$ cat src/rtl/spf_pkg.sv
package spf_pkg;

  // what one observed miss does to the tracker table
  typedef enum logic [2:0] {
    ACT_IDLE,    // no usable miss this cycle
    ACT_DUP,     // miss hits a line a tracker already holds
    ACT_UP_ADV,  // ascending tracker steps up one line
    ACT_DN_ADV,  // descending tracker steps down one line
    ACT_TURN,    // unconfirmed tracker moves to the descending pool
    ACT_NEW      // fresh unconfirmed ascending tracker
  } miss_act_e;

endpackage

$ cat src/rtl/spf_lru.sv
module spf_lru #(
  parameter int N  = 12,
  parameter int IW = (N > 1) ? $clog2(N) : 1
) (
  input  logic          clk,
  input  logic          rst,
  input  logic          touch,
  input  logic [IW-1:0] touch_idx,
  input  logic [N-1:0]  live,
  output logic [IW-1:0] victim
);

  // rank 0 = most recently updated, rank N-1 = least recently updated
  logic [N-1:0][IW-1:0] rank;
  logic [N-1:0]         oldest;

  always_ff @(posedge clk) begin
    if (rst) begin
      for (int i = 0; i < N; i++) rank[i] <= IW'(i);
    end else if (touch) begin
      for (int i = 0; i < N; i++) begin
        if (IW'(i) == touch_idx)
          rank[i] <= '0;
        else if (rank[i] < rank[touch_idx])
          rank[i] <= rank[i] + IW'(1);
      end
    end
  end

  for (genvar g = 0; g < N; g++) begin : g_old
    assign oldest[g] = (rank[g] == IW'(N - 1));
  end

  // a free slot (lowest index) wins over eviction of the oldest
  always_comb begin
    victim = '0;
    for (int i = N - 1; i >= 0; i--)
      if (oldest[i]) victim = IW'(i);
    for (int i = N - 1; i >= 0; i--)
      if (!live[i]) victim = IW'(i);
  end


  lru_single_oldest_chk: assert property (@(posedge clk) disable iff (rst)
    $onehot(oldest));

endmodule

$ cat src/rtl/spf_match.sv
module spf_match #(
  parameter int N_UP   = 12,
  parameter int N_DN   = 4,
  parameter int LINE_W = 26,
  parameter int LIP_W  = 6,
  parameter int UIW    = 4,
  parameter int DIW    = 2
) (
  input  logic [N_UP+N_DN-1:0]             live,
  input  logic [N_UP-1:0]                  up_conf,
  input  logic [N_UP+N_DN-1:0][LINE_W-1:0] last,
  input  logic [LINE_W-1:0]                mline,
  output logic                             dup_hit,
  output logic                             up_hit,
  output logic [UIW-1:0]                   up_idx,
  output logic                             dn_hit,
  output logic [DIW-1:0]                   dn_idx,
  output logic                             turn_hit,
  output logic [UIW-1:0]                   turn_idx
);

  localparam int N_ALL = N_UP + N_DN;
  localparam int PG_W  = LINE_W - LIP_W;

  logic [N_ALL-1:0] eq_v, above_v, below_v;
  logic [N_UP-1:0]  up_adv, turn_v;
  logic [N_DN-1:0]  dn_adv;
  logic [PG_W-1:0]  mpage;

  assign mpage = mline[LINE_W-1:LIP_W];

  for (genvar g = 0; g < N_ALL; g++) begin : g_cmp
    logic same_pg;
    assign same_pg    = (last[g][LINE_W-1:LIP_W] == mpage);
    assign eq_v[g]    = live[g] && (mline == last[g]);
    assign above_v[g] = live[g] && same_pg && (mline == last[g] + LINE_W'(1));
    assign below_v[g] = live[g] && same_pg && (mline == last[g] - LINE_W'(1));
  end

  for (genvar g = 0; g < N_UP; g++) begin : g_up
    assign up_adv[g] = above_v[g];
    assign turn_v[g] = below_v[g] && !up_conf[g];
  end

  for (genvar g = 0; g < N_DN; g++) begin : g_dn
    assign dn_adv[g] = below_v[N_UP + g];
  end

  assign dup_hit  = |eq_v;
  assign up_hit   = |up_adv;
  assign dn_hit   = |dn_adv;
  assign turn_hit = |turn_v;

  // lowest index wins in every class
  always_comb begin
    up_idx   = '0;
    turn_idx = '0;
    dn_idx   = '0;
    for (int i = N_UP - 1; i >= 0; i--) begin
      if (up_adv[i]) up_idx   = UIW'(i);
      if (turn_v[i]) turn_idx = UIW'(i);
    end
    for (int i = N_DN - 1; i >= 0; i--)
      if (dn_adv[i]) dn_idx = DIW'(i);
  end

endmodule

$ cat src/rtl/spf_out.sv
module spf_out #(
  parameter int N_ALL  = 16,
  parameter int LINE_W = 26,
  parameter int LINE_B = 6,
  parameter int ADDR_W = 32,
  parameter int AIW    = 4
) (
  input  logic                         clk,
  input  logic                         rst,
  input  logic [N_ALL-1:0]             pend,
  input  logic [N_ALL-1:0][LINE_W-1:0] req_line,
  input  logic                         pf_ready,
  output logic                         pf_valid,
  output logic [ADDR_W-1:0]            pf_addr,
  output logic                         take,
  output logic [AIW-1:0]               take_idx
);

  logic slot_free;

  assign slot_free = !pf_valid || pf_ready;
  assign take      = slot_free && (|pend);

  always_comb begin
    take_idx = '0;
    for (int i = N_ALL - 1; i >= 0; i--)
      if (pend[i]) take_idx = AIW'(i);
  end

  always_ff @(posedge clk) begin
    if (rst) begin
      pf_valid <= 1'b0;
      pf_addr  <= '0;
    end else if (slot_free) begin
      pf_valid <= |pend;
      if (|pend) pf_addr <= {req_line[take_idx], {LINE_B{1'b0}}};
    end
  end


  pf_hold_chk: assert property (@(posedge clk) disable iff (rst)
    (pf_valid && !pf_ready) |=> (pf_valid && $stable(pf_addr)));

endmodule

$ cat src/rtl/seq_stream_prefetcher.sv
module seq_stream_prefetcher #(
  parameter int ADDR_W = 32,
  parameter int LINE_B = 6,
  parameter int PAGE_B = 12,
  parameter int N_UP   = 12,
  parameter int N_DN   = 4
) (
  input  logic              clk,
  input  logic              rst,
  input  logic              miss_valid,
  input  logic [ADDR_W-1:0] miss_addr,
  input  logic              miss_wb,
  output logic              pf_valid,
  output logic [ADDR_W-1:0] pf_addr,
  input  logic              pf_ready
);

  import spf_pkg::*;

  localparam int N_ALL  = N_UP + N_DN;
  localparam int LINE_W = ADDR_W - LINE_B;
  localparam int LIP_W  = PAGE_B - LINE_B;
  localparam int UIW    = (N_UP > 1) ? $clog2(N_UP) : 1;
  localparam int DIW    = (N_DN > 1) ? $clog2(N_DN) : 1;
  localparam int AIW    = (N_ALL > 1) ? $clog2(N_ALL) : 1;

  // tracker table: entries [0, N_UP) ascending, [N_UP, N_ALL) descending
  logic [N_ALL-1:0]             t_vld, t_conf, pend;
  logic [N_ALL-1:0][LINE_W-1:0] t_line, req_line;

  logic [LINE_W-1:0] mline;
  logic              unused_low;
  logic              at_top, at_bot, use_miss;

  assign mline      = miss_addr[ADDR_W-1:LINE_B];
  assign unused_low = ^miss_addr[LINE_B-1:0];
  assign at_top     = &mline[LIP_W-1:0];
  assign at_bot     = ~|mline[LIP_W-1:0];
  assign use_miss   = miss_valid && miss_wb;

  logic           dup_hit, up_hit, dn_hit, turn_hit;
  logic [UIW-1:0] up_idx, turn_idx, up_vict;
  logic [DIW-1:0] dn_idx, dn_vict;

  spf_match #(
    .N_UP(N_UP), .N_DN(N_DN), .LINE_W(LINE_W), .LIP_W(LIP_W), .UIW(UIW), .DIW(DIW)
  ) match_i (
    .live(t_vld), .up_conf(t_conf[N_UP-1:0]), .last(t_line), .mline(mline),
    .dup_hit(dup_hit), .up_hit(up_hit), .up_idx(up_idx),
    .dn_hit(dn_hit), .dn_idx(dn_idx), .turn_hit(turn_hit), .turn_idx(turn_idx)
  );

  miss_act_e act;

  always_comb begin
    if (!use_miss)     act = ACT_IDLE;
    else if (dup_hit)  act = ACT_DUP;
    else if (up_hit)   act = ACT_UP_ADV;
    else if (dn_hit)   act = ACT_DN_ADV;
    else if (turn_hit) act = ACT_TURN;
    else               act = ACT_NEW;
  end

  logic           up_touch, dn_touch;
  logic [UIW-1:0] up_touch_idx;
  logic [DIW-1:0] dn_touch_idx;

  assign up_touch     = (act == ACT_UP_ADV) || (act == ACT_NEW);
  assign up_touch_idx = (act == ACT_UP_ADV) ? up_idx : up_vict;
  assign dn_touch     = (act == ACT_DN_ADV) || (act == ACT_TURN);
  assign dn_touch_idx = (act == ACT_DN_ADV) ? dn_idx : dn_vict;

  spf_lru #(.N(N_UP), .IW(UIW)) lru_up_i (
    .clk(clk), .rst(rst), .touch(up_touch), .touch_idx(up_touch_idx),
    .live(t_vld[N_UP-1:0]), .victim(up_vict)
  );

  spf_lru #(.N(N_DN), .IW(DIW)) lru_dn_i (
    .clk(clk), .rst(rst), .touch(dn_touch), .touch_idx(dn_touch_idx),
    .live(t_vld[N_ALL-1:N_UP]), .victim(dn_vict)
  );

  // one write and at most one release per cycle
  logic              wr_en, wr_conf, wr_pend, kill_en;
  logic [AIW-1:0]    wr_idx, kill_idx;
  logic [LINE_W-1:0] wr_req;

  always_comb begin
    wr_en    = 1'b0;
    wr_conf  = 1'b1;
    wr_pend  = 1'b0;
    wr_idx   = '0;
    wr_req   = mline;
    kill_en  = 1'b0;
    kill_idx = AIW'(turn_idx);
    unique case (act)
      ACT_UP_ADV: begin
        wr_en   = 1'b1;
        wr_idx  = AIW'(up_idx);
        wr_pend = !at_top;
        wr_req  = mline + LINE_W'(1);
      end
      ACT_DN_ADV: begin
        wr_en   = 1'b1;
        wr_idx  = AIW'(N_UP) + AIW'(dn_idx);
        wr_pend = !at_bot;
        wr_req  = mline - LINE_W'(1);
      end
      ACT_TURN: begin
        kill_en = 1'b1;
        wr_en   = 1'b1;
        wr_idx  = AIW'(N_UP) + AIW'(dn_vict);
        wr_pend = !at_bot;
        wr_req  = mline - LINE_W'(1);
      end
      ACT_NEW: begin
        wr_en   = 1'b1;
        wr_idx  = AIW'(up_vict);
        wr_conf = 1'b0;
      end
      default: ;
    endcase
  end

  logic           take;
  logic [AIW-1:0] take_idx;

  spf_out #(
    .N_ALL(N_ALL), .LINE_W(LINE_W), .LINE_B(LINE_B), .ADDR_W(ADDR_W), .AIW(AIW)
  ) out_i (
    .clk(clk), .rst(rst), .pend(pend), .req_line(req_line), .pf_ready(pf_ready),
    .pf_valid(pf_valid), .pf_addr(pf_addr), .take(take), .take_idx(take_idx)
  );

  // later assignments win: a fresh request overrides the hand-off clear
  always_ff @(posedge clk) begin
    if (rst) begin
      t_vld    <= '0;
      t_conf   <= '0;
      pend     <= '0;
      t_line   <= '0;
      req_line <= '0;
    end else begin
      if (take) pend[take_idx] <= 1'b0;
      if (kill_en) begin
        t_vld[kill_idx] <= 1'b0;
        pend[kill_idx]  <= 1'b0;
      end
      if (wr_en) begin
        t_vld[wr_idx]    <= 1'b1;
        t_conf[wr_idx]   <= wr_conf;
        t_line[wr_idx]   <= mline;
        pend[wr_idx]     <= wr_pend;
        req_line[wr_idx] <= wr_req;
      end
    end
  end


  non_wb_ignored_chk: assert property (@(posedge clk) disable iff (rst)
    (miss_valid && !miss_wb) |=> ($stable(t_vld) && $stable(t_line)));

  for (genvar g = 0; g < N_ALL; g++) begin : g_chk

    pend_same_page_chk: assert property (@(posedge clk) disable iff (rst)
      pend[g] |-> (req_line[g][LINE_W-1:LIP_W] == t_line[g][LINE_W-1:LIP_W]));
  end

  for (genvar g = N_UP; g < N_ALL; g++) begin : g_dchk

    dn_confirmed_chk: assert property (@(posedge clk) disable iff (rst)
      t_vld[g] |-> t_conf[g]);
  end

endmodule

$ cat config.mk
export PLATFORM = sky130hd
export DESIGN_NAME = seq_stream_prefetcher
export DESIGN_NICKNAME = d
export VERILOG_FILES = /design/src/rtl/spf_pkg.sv /design/src/rtl/spf_lru.sv /design/src/rtl/spf_match.sv /design/src/rtl/spf_out.sv /design/src/rtl/seq_stream_prefetcher.sv
export SDC_FILE = /design/constraint.sdc
export NUM_CORES = 2
export LEC_CHECK = 0
export BUFFER_PORTS_ARGS = -buffer_cell sky130_fd_sc_hd__clkbuf_2
export CORE_MARGIN = 3
export CORE_UTILIZATION = 45
export CTS_CLUSTER_DIAMETER = 40
export DETAILED_ROUTE_END_ITERATION = 6
export MAX_ROUTING_LAYER = met4
export SLEW_MARGIN = 20
export SYNTH_ARGS = -nofsm -noshare
export SYNTH_HDL_FRONTEND = slang
export SYNTH_SLANG_ARGS = --single-unit
$ cat constraint.sdc
create_clock -name clk -period 11.5 [get_ports clk]
set_input_delay 2.3 -clock clk [delete_from_list [all_inputs] [get_ports clk]]
set_output_delay 2.3 -clock clk [all_outputs]
set_load 0.02 [all_outputs]
## Word-level counts from Yosys, hierarchy flattened

Index checks and enable logic that the tools add are counted.

- Flip-flop bits (word level): 963
- Input bits: 37

- Reductions and logical operators: 138
- Bitwise gates (word level): 6
- Mux-type cells: 147
- Equal/unequal tests: 94
- $lt $le $gt $ge: 24
- Add/sub/neg operators: 48

Operators with widths:

| kind | count |
|---|---|
| $eq 26x26->1 | 44 |
| $bwmux 416 | 2 |
| $sub 26x1->26 const B | 17 |
| $mux 4 | 90 |
| $add 26x1->26 const B | 13 |
| $eq 20x20->1 | 16 |
| $mux 16 | 8 |
| $bmux 26 s4 | 1 |
| $demux 26 s4 | 1 |
| $logic_and 1x1->1 | 77 |
| $mux 26 | 2 |
| $pmux 26 s2 | 1 |
| $add 4x1->4 const B | 12 |
| $and 16x16->16 | 3 |
| $eq 4x4->1 const B | 12 |
| $lt 4x4->1 | 12 |
| $mux 2 | 22 |
| $reduce_and 2->1 | 17 |
| $bwmux 16 | 2 |
| $not 16->16 | 2 |
| $reduce_bool 2->1 | 16 |
| $reduce_or 16->1 | 2 |
| $reduce_or 12->1 | 2 |
| $lt 4x5->1 const B | 4 |
| 30 further kinds | 79 |

## Longest topological paths before layout

- Word-level depth: 32
- Mapped depth: 32

## Hierarchy

From an unflattened synthesis, not the netlist that was laid out.

- Cells, all modules: 7022
- Area, all modules: 53556.4 um^2

Modules (own cells, without submodules):

| module | instances | cells an instance | area each (um^2) |
|---|---|---|---|
| seq_stream_prefetcher | 1 | 3853 | 32190.9 |
| spf_match | 1 | 1775 | 11878.9 |
| spf_out | 1 | 809 | 4556.9 |
| spf_lru at lru_up_i | 1 | 500 | 4237.8 |
| spf_lru at lru_dn_i | 1 | 85 | 691.9 |

## Worst setup path before layout

Ideal clock, no wire load.

- Kind: input to register
- From: in miss_addr[25]
- To: reg req_line[51] (netlist name)
- Stages: 28
- Data arrival time: 10.073 ns
- Slack: 1.290 ns
- Path buffers: 2
- Cell sequence: clkbuf_1 -> xor2_1 -> or4b_1 -> nor4_1 -> nand3b_1 -> or4_1 -> nand4_1 -> and4b_1 -> o2111ai_1 -> o21ai_1 -> a21oi_1 -> ha_1 -> a21o_1 -> a21o_1 -> a2111o_1 -> a311o_1 -> a41o_1 -> a31o_2 -> a21oi_1 -> o21ai_0 -> o41ai_1 -> o2111ai_1 -> a21oi_1 -> xor2_1 -> nor2_1 -> xnor2_1 -> clkbuf_1 -> a211oi_1

- Word-level cells in the longest chain between the ends: 21

Ends and longest elaborated chain:

| what | line | source |
|---|---|---|
| start: declaration | seq_stream_prefetcher.sv:11 | `input logic [ADDR_W-1:0] miss_addr,` |
| $eq 20x20->1 | spf_match.sv:34 | `assign same_pg = (last[g][LINE_W-1:LIP_W] == mpage);` |
| $logic_and 1x1->1 | spf_match.sv:36, spf_match.sv:37 |  |
| $logic_and 1x1->1 | spf_match.sv:36 | `assign above_v[g] = live[g] && same_pg && (mline == last[g] + LINE_W'(1));` |
| $mux 4 (12 in series) | spf_match.sv:60 | `if (up_adv[i]) up_idx = UIW'(i);` |
| $pmux 4 s4 | seq_stream_prefetcher.sv:96 | `unique case (act)` |
| $lt 4x5->1 (implied by the code) / $ge 4x1->1 (equally long branches) | seq_stream_prefetcher.sv:154 | `req_line[wr_idx] <= wr_req;` |
| $logic_and 1x1->1 (implied by the code) | seq_stream_prefetcher.sv:154 |  |
| $mux 26 (implied by the code) | seq_stream_prefetcher.sv:154 |  |
| $demux 26 s4 | seq_stream_prefetcher.sv:154 |  |
| $bwmux 416 | seq_stream_prefetcher.sv:154 |  |
| end signal: indexed assignment | seq_stream_prefetcher.sv:154 |  |
| end: declaration | seq_stream_prefetcher.sv:29 | `logic [N_ALL-1:0][LINE_W-1:0] t_line, req_line;` |

Parallel ways exist; a longest one is shown, timed or not.
A chain may end at the register's enable or synchronous reset.

## Worst setup path in the final report

- From: in miss_addr[14]
- To: reg req_line[103] (netlist name)

Same word-level chain as after synthesis.

==> summary.md <==
| Metric | Value |
|---|---|
| Outcome | `finished, final reports clean` |
| Worst hold path depth | `2` |
| Yosys top cell by area | `dfxtp_1` |
| Final WL | `around 190 mm` |
| Netlist Area Pre-Place | `roughly 57,000 um2` |
| Final Instance Area | `approximately 64,000 um2` |
| Power per Cell Area | `139 nW/um2` |
| Final TNS setup | `0 ps` |
| Worst skew pair latency | `810 ps` |
| Worst setup margin | `1560 ps` |
| Post-Syn Area per Cell | `7.94 um2` |
| Slew HR | `17.7%` |
| Via density per instance | `5.98` |
| Max Fclk | `0.101 GHz` |
| Worst vdd ir | `0.165 mV` |
| Synth warn | `0` |
| Worst Min Path Start | `t_conf[11]` |
| Largest net degree at the start of global routing | `208` |
| Layout Utilization | `51.5%` |
| WS Path Type | `in -> reg` |
| Placer congestion estimate | `0.954` |
| Area grow syn2layout | `13.1%` |
| Top-area cell type share of the netlist area | `between 30% and 40%` |
| PostCTS Resize Cnt | `0` |
| Post-synth EDFFs | `0` |
| Final Hold Vio Count | `0` |
| HPWL after DPL | `126 mm` |
| Reg area | `19,200 um2` |
| #FFs+latches synth | `~960` |
| I/O pin count | `70` |
| H-Tree Depth | `4` |
| First-pass GRT wire length | `296 mm` |
| Vias | `52.1k` |
| Fill cell count | `roughly 12k` |
| Antenna violations before repair | `1` |
| CTS buffer count | `roughly 160` |
| Leak pwr | `23.2 nW` |
| Post-route DRC | `0` |
| RSZ-0062 raised after global routing | `no` |
| Final max-slew violation count | `0` |
| Min Hold Slack | `452 ps` |
| Mapped Cells | `between 7k and 8k` |
| Hold buffer count at CTS | `0` |
| Crit start category | `primary input` |
| Initial Util | `45.6%` |
| Clock transition at path regs | `roughly 50 ps` |
| Critical path data required time | `around 12,000 ps` |
| Period utilization | `86.4%` |
| Clock Sinks | `about 960` |
| Setup crit start | `miss_addr[14]` |
| Synth cell count leaders | `dfxtp_1 (959), nand2_1 (889), nor2_1 (851)` |
| Die Wd | `around 360 um` |
| R2R depth | `29` |
| Routed Antenna Nets | `0` |
| Crit. End Element | `flip-flop` |
| Nets | `7,086` |
| Max Cap Viol | `0` |
| CTS tree | `built` |
| Gr usage total | `29.7%` |
| Min Tclk post-route | `about 10000 ps` |
| DR iter-0 viols | `4,786` |
| Vias in the first global route | `a little under 50k` |
| Most common cell in the synthesized netlist | `dfxtp_1` |
| Top cells by area, synth | `dfxtp_1 (34%), mux2i_1 (7.0%), nand2_1 (5.9%), xnor2_1 (5.9%), nor2_1 (5.6%)` |
| Most used DFF post-synth | `dfxtp_1` |
| DRT Pass-1 Iters | `7` |
| Async S/R FF share, synth | `0%` |
| Worst-Margin Slew | `1230 ps` |
| ANT cells | `0` |
| Share of cells above drive strength 1 | `slightly below 10%` |
| Multi-input gate area | `34,700 um2` |
| Chip Height | `361 um` |
| CORE AREA | `124,000 um2` |
| FF-to-FF Start | `t_line[261]` |
| CTS root buf | `clkbuf_16` |
| Pre-CTS WS | `832 ps` |
| Clock Skews | `approximately 40 ps` |
| Routed WL per cell | `22.2 um` |
| Hold Path Class | `reg -> reg` |
| CP Data Arrival Time | `roughly 11,000 ps` |
| Netlist cell types | `between 100 and 150` |
| Total congestion overflow | `0` |
| Final setup vio count | `0` |
| Post-synthesis sequential area ratio | `33.9%` |
| Clock tree buffer depth | `3` |
| CP max FO | `21` |
| Placement Cell Area | `58,300 um2` |
| Setup bufs post-CTS | `0` |
| Die area | `~130,000 um2` |
| PortBufs | `57` |
| Placement Rows | `approximately 130` |
==> logic make-up after synthesis <==
family | share of synthesized area (%)
and+or+nand+nor | 23.7
AOI/OAI and AO/OA | 17.2
DFF | 33.9
buffers and inverters | 5.28
xor gates and xnor gates | 9.09
muxes | 8.42
adders and majority gates | 2.42
other | 0.00661
==> final timing paths <==
path / end / slack (ps)
worst max-delay path: req_line[103] / 1560
worst min-delay path: t_conf[11] / 450
worst max register to register: req_line[103] / 2940
worst min register to register: t_conf[11] / 450
==> registers in the layout (all words and copies together) (netlist names) <==
signal          flops
t_line            416
req_line          416
out_i.pf_valid      1
t_vld              16
pend               16
out_i.pf_addr      26
lru_dn_i.rank       8
lru_up_i.rank      48
t_conf             12
==> area by class of cell <==
| cell class | instances | area share [%] |
|---|---|---|
| clock buffer | 188 | 6.72 |
| clock inverter | 110 | 2.32 |
| inverter | 130 | 0.761 |
| multi-input combinational | 5457 | 54.1 |
| sequential | 959 | 29.9 |
| tap | 1637 | 3.19 |
| timing repair buffer | 233 | 2.97 |
==> metrics by stage <==
step | cells | power [mW]
6_report | 8714 | 8.94
5_1_grt | 8714 | 9.19
4_1_cts | 8714 | 9.00
3_5_place_dp | 8416 | 3.93
3_3_place_gp | 8416 | 3.92
2_1_floorplan | 7143 | 3.75
==> per-layer routing <==
metal | up-vias | track usage (%) | routed length, um
li1 | 25000 | - | -
met1 | 25100 | 38.9 | 86700
met2 | 1690 | 47.5 | 89400
met3 | 346 | 3.61 | 11500
met4 | 0 | 10.0 | 6280
met5 | - | - | 0
==> worst max-delay path, stage by stage <==
cell and delay, ps:
buf_2 660, xnor2_1 210, nand2_1 90, or4b_2 640
or4_1 530, a211oi_1 780, or4_1 290, a31oi_1 60
o21ai_1 160, nand3_1 180, a21oi_2 330, ha_1 290
a21o_1 170, a21o_1 210, a2111o_1 480, a311o_1 330
a41o_1 280, a31o_2 270, a21oi_1 190, o21ai_0 150
o41ai_1 640, o2111ai_1 220, a21oi_1 310, xor2_1 180
nor2_1 70, xnor2_1 170, buf_4 250, a211oi_1 100
==> where the power goes <==
| group | internal (mW) | switching, mW |
|---|---|---|
| Combinational | 0.157 | 0.370 |
| Sequential | 3.33 | 0.00750 |
| Clock | 3.13 | 1.94 |
| Total | 6.61 | 2.32 |
==> cells in the final DEF (no fill, tap or decap), types with 63 or more instances in the layout <==
| cell | Yosys | routed |
|---|---|---|
| a21oi_1 | 498 | 497 |
| o21ai_0 | 169 | 169 |
| nor2_1 | 851 | 847 |
| nand4_1 | 166 | 166 |
| xnor2_1 | 379 | 379 |
| inv_1 | 127 | 126 |
| buf_4 | 18 | 160 |
| nand3_1 | 178 | 178 |
| nor3_1 | 128 | 127 |
| a211oi_1 | 349 | 349 |
| ha_1 | 108 | 108 |
| mux2i_1 | 398 | 398 |
| clkbuf_16 | 0 | 159 |
| xor2_1 | 190 | 190 |
| dfxtp_1 | 959 | 959 |
| mux2_2 | 68 | 68 |
| nor4_1 | 146 | 145 |
| nand2_1 | 889 | 886 |
| or3_1 | 63 | 63 |
No activity file was read; power rests on OpenSTA's default activity.
